==> src/rtl/camStatusPkg.sv <==
package camStatusPkg;

  localparam int STATUS_W     = 32;
  localparam int ADDR_FIELD_W = 27;

  // validity tag {skip, empty}
  localparam logic [1:0] TAG_VALID = 2'b00;

  typedef struct packed {
    logic       loadCmp;
    logic [1:0] cond;
    logic       loadAcc;
    logic [1:0] accTag;
  } ctrlStrobes_t;

endpackage

==> src/rtl/camStatusCtrl.sv <==
module camStatusCtrl
  import camStatusPkg::*;
(
  input  logic         cmpStrobe,
  input  logic         cmpForced,
  input  logic         cmpSkip,
  input  logic         cmpEmpty,
  input  logic         accStrobe,
  input  logic         accSkip,
  input  logic         accEmpty,
  output ctrlStrobes_t strobes
);

  always_comb begin
    strobes.loadCmp = cmpStrobe;
    strobes.cond    = cmpForced ? {cmpSkip, cmpEmpty} : TAG_VALID;
    strobes.loadAcc = accStrobe;
    strobes.accTag  = {accSkip, accEmpty};
  end

endmodule

==> src/rtl/camStatusDp.sv <==
module camStatusDp
  import camStatusPkg::*;
#(
  parameter int NUM_ENTRIES = 16
) (
  input  logic                   clk,
  input  logic                   rstN,
  input  logic [NUM_ENTRIES-1:0] entryMatch,
  input  logic [NUM_ENTRIES-1:0] entrySkip,
  input  logic [NUM_ENTRIES-1:0] entryEmpty,
  input  ctrlStrobes_t           strobes,
  output logic [STATUS_W-1:0]    statusWord
);

  localparam int ADDR_W = (NUM_ENTRIES > 1) ? $clog2(NUM_ENTRIES) : 1;
  localparam logic [NUM_ENTRIES-1:0] ONE_N = NUM_ENTRIES'(1);

  logic [NUM_ENTRIES-1:0]  qual;
  logic [ADDR_W-1:0]       priAddr;
  logic                    anyHit;
  logic                    multiHit;

  logic                    fullN;
  logic                    multiN;
  logic [1:0]              accTag;
  logic [ADDR_FIELD_W-1:0] addrField;
  logic                    matchN;

  // per-entry qualification against the requested validity condition
  for (genvar i = 0; i < NUM_ENTRIES; i++) begin : g_qual
    assign qual[i] = entryMatch[i] & ({entrySkip[i], entryEmpty[i]} == strobes.cond);
  end

  // lowest index wins
  always_comb begin
    priAddr = '0;
    for (int i = NUM_ENTRIES - 1; i >= 0; i--) begin
      if (qual[i]) priAddr = ADDR_W'(i);
    end
  end

  assign anyHit   = |qual;
  assign multiHit = |(qual & (qual - ONE_N));

  always_ff @(posedge clk) begin
    if (!rstN) begin
      fullN     <= 1'b1;
      multiN    <= 1'b1;
      accTag    <= 2'b11;
      addrField <= '1;
      matchN    <= 1'b1;
    end else begin
      fullN <= |entryEmpty;
      if (strobes.loadAcc) accTag <= strobes.accTag;
      if (strobes.loadCmp) begin
        matchN    <= ~anyHit;
        multiN    <= ~multiHit;
        addrField <= anyHit ? ADDR_FIELD_W'(priAddr) : '1;
      end
    end
  end

  assign statusWord = {fullN, multiN, accTag, addrField, matchN};

endmodule

==> src/rtl/camStatusTop.sv <==
module camStatusTop
  import camStatusPkg::*;
#(
  parameter int NUM_ENTRIES = 16
) (
  input  logic                   clk,
  input  logic                   rstN,
  input  logic [NUM_ENTRIES-1:0] entryMatch,
  input  logic [NUM_ENTRIES-1:0] entrySkip,
  input  logic [NUM_ENTRIES-1:0] entryEmpty,
  input  logic                   cmpStrobe,
  input  logic                   cmpForced,
  input  logic                   cmpSkip,
  input  logic                   cmpEmpty,
  input  logic                   accStrobe,
  input  logic                   accSkip,
  input  logic                   accEmpty,
  output logic [31:0]            statusWord
);

  ctrlStrobes_t strobes;

  camStatusCtrl u_ctrl (
    .cmpStrobe (cmpStrobe),
    .cmpForced (cmpForced),
    .cmpSkip   (cmpSkip),
    .cmpEmpty  (cmpEmpty),
    .accStrobe (accStrobe),
    .accSkip   (accSkip),
    .accEmpty  (accEmpty),
    .strobes   (strobes)
  );

  camStatusDp #(.NUM_ENTRIES(NUM_ENTRIES)) u_dp (
    .clk        (clk),
    .rstN       (rstN),
    .entryMatch (entryMatch),
    .entrySkip  (entrySkip),
    .entryEmpty (entryEmpty),
    .strobes    (strobes),
    .statusWord (statusWord)
  );

endmodule

==> config.mk <==
export PLATFORM = sky130hd
export DESIGN_NAME = camStatusTop
export DESIGN_NICKNAME = d
export VERILOG_FILES = /design/src/rtl/camStatusPkg.sv /design/src/rtl/camStatusCtrl.sv /design/src/rtl/camStatusDp.sv /design/src/rtl/camStatusTop.sv
export SDC_FILE = /design/constraint.sdc
export NUM_CORES = 1
export LEC_CHECK = 0
export CAP_MARGIN = 20
export CELL_PAD_IN_SITES_DETAIL_PLACEMENT = 0
export CELL_PAD_IN_SITES_GLOBAL_PLACEMENT = 1
export CORE_MARGIN = 2
export CORE_UTILIZATION = 30
export CTS_CLUSTER_SIZE = 12
export DETAILED_ROUTE_END_ITERATION = 12
export GPL_TIMING_DRIVEN = 0
export PLACE_DENSITY_LB_ADDON = 0.1
export SLEW_MARGIN = 20
export SYNTH_ARGS = -nofsm -noshare
export SYNTH_HDL_FRONTEND = slang
export SYNTH_SLANG_ARGS = --single-unit
==> constraint.sdc <==
create_clock -name clk -period 4.8 [get_ports clk]
set_clock_uncertainty 0.1 [all_clocks]
set_input_delay 0.96 -clock clk [delete_from_list [all_inputs] [get_ports clk]]
set_output_delay 0.96 -clock clk [all_outputs]
set_load 0.1 [all_outputs]
# Word-level counts from Yosys, hierarchy flattened
# Cells that the tools add are included.
dict set report totals {
  ramBits 0
  output_inout_bits 32
  regBits 32
  rom_bits 0
  mem_count 0
  latchBits 0
  inputBits 57
}
dict set report op_classes {
  n_addsub 1
  mul 0
  n_div 0
  n_reduce_logical 3
  n_lt_le_gt_ge 0
  mux 18
  n_eq_ne 16
  shifts 0
  n_bitwise 19
}
# cell count
set op_table {}
lappend op_table {{$mux 4} 16}
lappend op_table {{$reduce_or 16->1} 3}
lappend op_table {{$eq 2x2->1} 16}
lappend op_table {{$mux 27} 1}
lappend op_table {{$and 1x1->1} 16}
lappend op_table {{$and 16x16->16} 1}
lappend op_table {{$sub 16x1->16 const B} 1}
lappend op_table {{$mux 2} 1}
lappend op_table {{$not 1->1} 2}

# Logic depth before layout (Yosys ltp)
dict set report logic_depth {
  word_depth 20
  depth_mapped 9
  ltp_nobuf 7
}

# By module
# From an unflattened synthesis, not the netlist that was laid out.
dict set report unflattened {
  hier_cells 168
  area_unflattened_um2 1315.0
}
# mod instances cells_per_inst area_each_um2
set by_module_without_submodules {}
lappend by_module_without_submodules {camStatusDp 1 162 1272.5}
lappend by_module_without_submodules {camStatusCtrl 1 6 42.5}

# Worst setup path after synthesis
# OpenSTA, ideal clock, no wires.
dict set report synth_path {
  path_type {input-to-reg}
  from {input port cmpEmpty}
  to {register u_dp.addrField[0]}
  setup_time_ns 0.079
  cell_stages 8
  required_time_ns 4.621
  path_buffers 1
  t_arrival_ns 2.597
  path_slack_ns 2.024
  path_cell_list {buf_2 -> and4_1 -> a32oi_2 -> nand2_1 -> nor4_2 -> nand2_1 -> o41a_1 -> o211ai_1}
}
dict set report synth_between {
  elab_chain_cells 20
  word_cells_on_any_way 51
  cone_classes {eq/ne (16); mux (18); bitwise (16); reduce/logical (1)}
}
# element line
set synth_rtl {}
lappend synth_rtl {{from (decl)} camStatusTop.sv:14} ;# input logic cmpEmpty,
lappend synth_rtl {{$mux 2 (*)} camStatusCtrl.sv:16} ;# strobes.cond = cmpForced ? {cmpSkip, cmpEmpty} : TAG_VALID;
lappend synth_rtl {{$eq 2x2->1} camStatusDp.sv:31} ;# assign qual[i] = entryMatch[i] & ({entrySkip[i], entryEmpty[i]} == strobes.cond);
lappend synth_rtl {{$and 1x1->1} camStatusDp.sv:31}
lappend synth_rtl {{$mux 4 (16 in a row)} camStatusDp.sv:38} ;# if (qual[i]) priAddr = ADDR_W'(i);
lappend synth_rtl {{$mux 27 (*)} camStatusDp.sv:58} ;# addrField <= anyHit ? ADDR_FIELD_W'(priAddr) : '1;
lappend synth_rtl {{to (signal assigned)} camStatusDp.sv:58}
lappend synth_rtl {{to (decl)} camStatusDp.sv:26} ;# logic [ADDR_FIELD_W-1:0] addrField;
# Every way passes the cells marked *; elsewhere a longest branch is shown, timed or not.
# A chain may end at the register's enable or synchronous reset.

# Final worst setup path
dict set report layout_path {
  from {input port cmpEmpty}
  to {register u_dp.addrField[1]}
}
# The elaborated chain is that of the path after synthesis.

==> flow_summary.toml <==
[synthesis]
synth_nets = 290
synth_top_area_share_pct = 11.6
ys.flop_type = "dfxtp_1"
synth_area_leaders = "buf_4, dfxtp_1, nand3_1"
syn_area_per_cell_um2 = 7.47
synth_warnings = 0
synth_common_cells = "buf_4, nand3_1, nor2_1"
yosysTopAreaCell = "buf_4"
yosys.cell_types.count = 49
synth.most_common_cell = "buf_4"
netlist_instances = 233
ys_seq_area_share_pct = 10.4
synth_seq_cells = 9
synth_edf_count = 0
synth_area_mm2 = 0.00174
async_flop_share_pct = 0

[sta]
rsz0062_at_grt = "no"
fin_ws_ps = 1250
report.final.setup_viol = 0
fmax_mhz = 282
whs_ps = 372
slew_headroom_pct = 34.7
tns_ps = 0
tightest_slew_ps = 977
finalHoldViolations = 0
slew_violations = 0
fin_crit_ps = 3550
fin_crit_sh_pct = 73.9

[floorplanning]
io_pins = 89
initial_core_util_pct = 31.4
rows = 27
die_w_um = 80.2
coreArea_mm2 = 0.00554
fp.dieH_um = 80.2
die-area_mm2 = 0.00643

[grt]
gr-total-overflow = 0
grt_max_degree = 26
antenna_found_initial = 0
grt_usage_pct = 16.9
grt_first_pass_wirelength_um = 8880
first_global_vias = 1788

[power_and_ir_drop]
pwr_density_cell_mw_per_mm2 = 224
ir_drop_v = 0.000147
p_leak_nw = 1.05
total_power_uw = 618

[clock_tree]
cts_root_buf = "clkbuf_8"
post_cts_buffers = 0
cts_buffers = 3
hold_buffers = 0
cts_resized = 0
clkLatencyLatePin_ps = 230
path_clk_slew_ps = 40
numClockSinks = 9
htreeDepth = 1
cts_tree = "yes"
clockBufferDepth = 2

[critical_path]
critical_path_peak_fanout = 10
worstSetupEndpointType = "register"
required_ps = 4790
crit_arrival_ps = 3540
startpoint_type = "input port"
critPathKind = "in2reg"

[final_layout]
antennaDiodeCount = 0
regArea_um2 = 180
area_growth_pct = 58.4
fillers = 560
multi_input_area_mm2 = 0.00126
drive_gt1_share_pct = 17.2
layout.nets = 383
stdcell_area_mm2 = 0.00276

[flow_run]
max_cap_violations = 0

[placed_design]
io_buffers = 88
dpl-instance-area_mm2 = 0.00271
dp_hpwl_um = 4560
dp_slack_ps = 1030
gp_congestion = 0.821

[worst_hold_path]
hold_class = "reg2reg"

[route]
drt-total-wl_um = 5480
routedWlPerCell_um = 13.8
drc = 0
viasPerCell = 5.09
ant_nets = 0
firstDrtPassIters = 4
detailroute.via_count = 2022
drt_iter0_markers = 94

[status]
status = "finished, final reports clean"
[routing by layer]
| layer | global-route usage (%) | routed length [um] | up-vias |
|---|---|---|---|
| li1 | - | - | 1062 |
| met1 | 23.9 | 2650 | 896 |
| met2 | 27.7 | 2500 | 60 |
| met3 | 1.35 | 293 | 4 |
| met4 | 4.24 | 39 | 0 |
| met5 | 0 | 0 | - |
[sequential cells by signal, summed over array words and instances (netlist names)]
register	flops
u_dp.addrField	5
u_dp.fullN	1
u_dp.accTag	2
u_dp.multiN	1
[final timing paths]
path / start / endpoint / slack, ps / cells past startpoint
max reg2reg: u_dp.addrField[25] / u_dp.addrField[25] / 3640 / 2
max: cmpEmpty / u_dp.addrField[1] / 1250 / 9
min: u_dp.accTag[0] / u_dp.accTag[0] / 370 / 2
min reg2reg: u_dp.accTag[0] / u_dp.accTag[0] / 370 / 2
[cell families (layout without fill, tap and decap cells)]
| group | count (synthesis) | count (layout) | synth area share (%) |
|---|---|---|---|
| compound gates | 50 | 50 | 22.0 |
| xor+xnor | 16 | 16 | 8.05 |
| fa+ha+maj | 2 | 2 | 1.15 |
| buf+inv | 42 | 134 | 17.1 |
| flops | 9 | 9 | 10.4 |
| mux | 2 | 2 | 1.15 |
| simple gates | 112 | 112 | 40.2 |
[power breakdown]
group          internal (mW)  leakage [nW]  switching, mW
registers             0.0821        0.0748        0.00749
clock network         0.0576        0.0228         0.0270
logic                  0.156         0.955          0.288
[metrics by stage]
stage / util, % / std cells
2_1_floorplan: - / 233
3_3_place_gp: 48.9 / 393
3_5_place_dp: 48.9 / 393
4_1_cts: 49.8 / 397
5_1_grt: 49.8 / 397
6_report: 49.8 / 397
[layout by cell type, fill, tap and decap left out, types with 2 or more instances in the layout]
master            n
nand3_1          24
a31oi_1           3
clkbuf_8          4
o211ai_1         10
inv_1             6
nor4bb_1          6
nor4_4            2
nand3b_1          2
dfxtp_1           9
maj3_1            2
o32ai_1           3
nor2_1           22
buf_4            27
xor2_1           11
o21a_1            2
a21oi_1           6
nor3_1            4
or2_2             2
nor4_1            2
nor4b_1           2
and4bb_2          7
a32oi_2           2
nand4_1          13
buf_2             5
xnor2_1           5
o21ai_1           2
mux2i_1           2
a32oi_1           4
o21ai_0           6
buf_6             3
clkdlybuf4s50_1  88
and4_1            4
nand2_1          17
[worst max-delay path, cell delays in order]
cell and delay (ps):
clkdlybuf4s50_1 580, buf_2 250, and4bb_2 260, nand3_1 80, o211ai_1 220, nor2_1 330, o311ai_0 240, a2111oi_0 460
o21ai_0 150
[area by class of cell]
type / instances / area share [%]
clock buffers: 4 / 1.63
inverters: 6 / 0.817
flip-flops and latches: 9 / 6.54
repair buffers: 88 / 32.0
multi-input cells: 182 / 45.8
plain buffers: 36 / 9.99
well taps: 72 / 3.27
No activity file was read; power rests on OpenSTA's default activity.
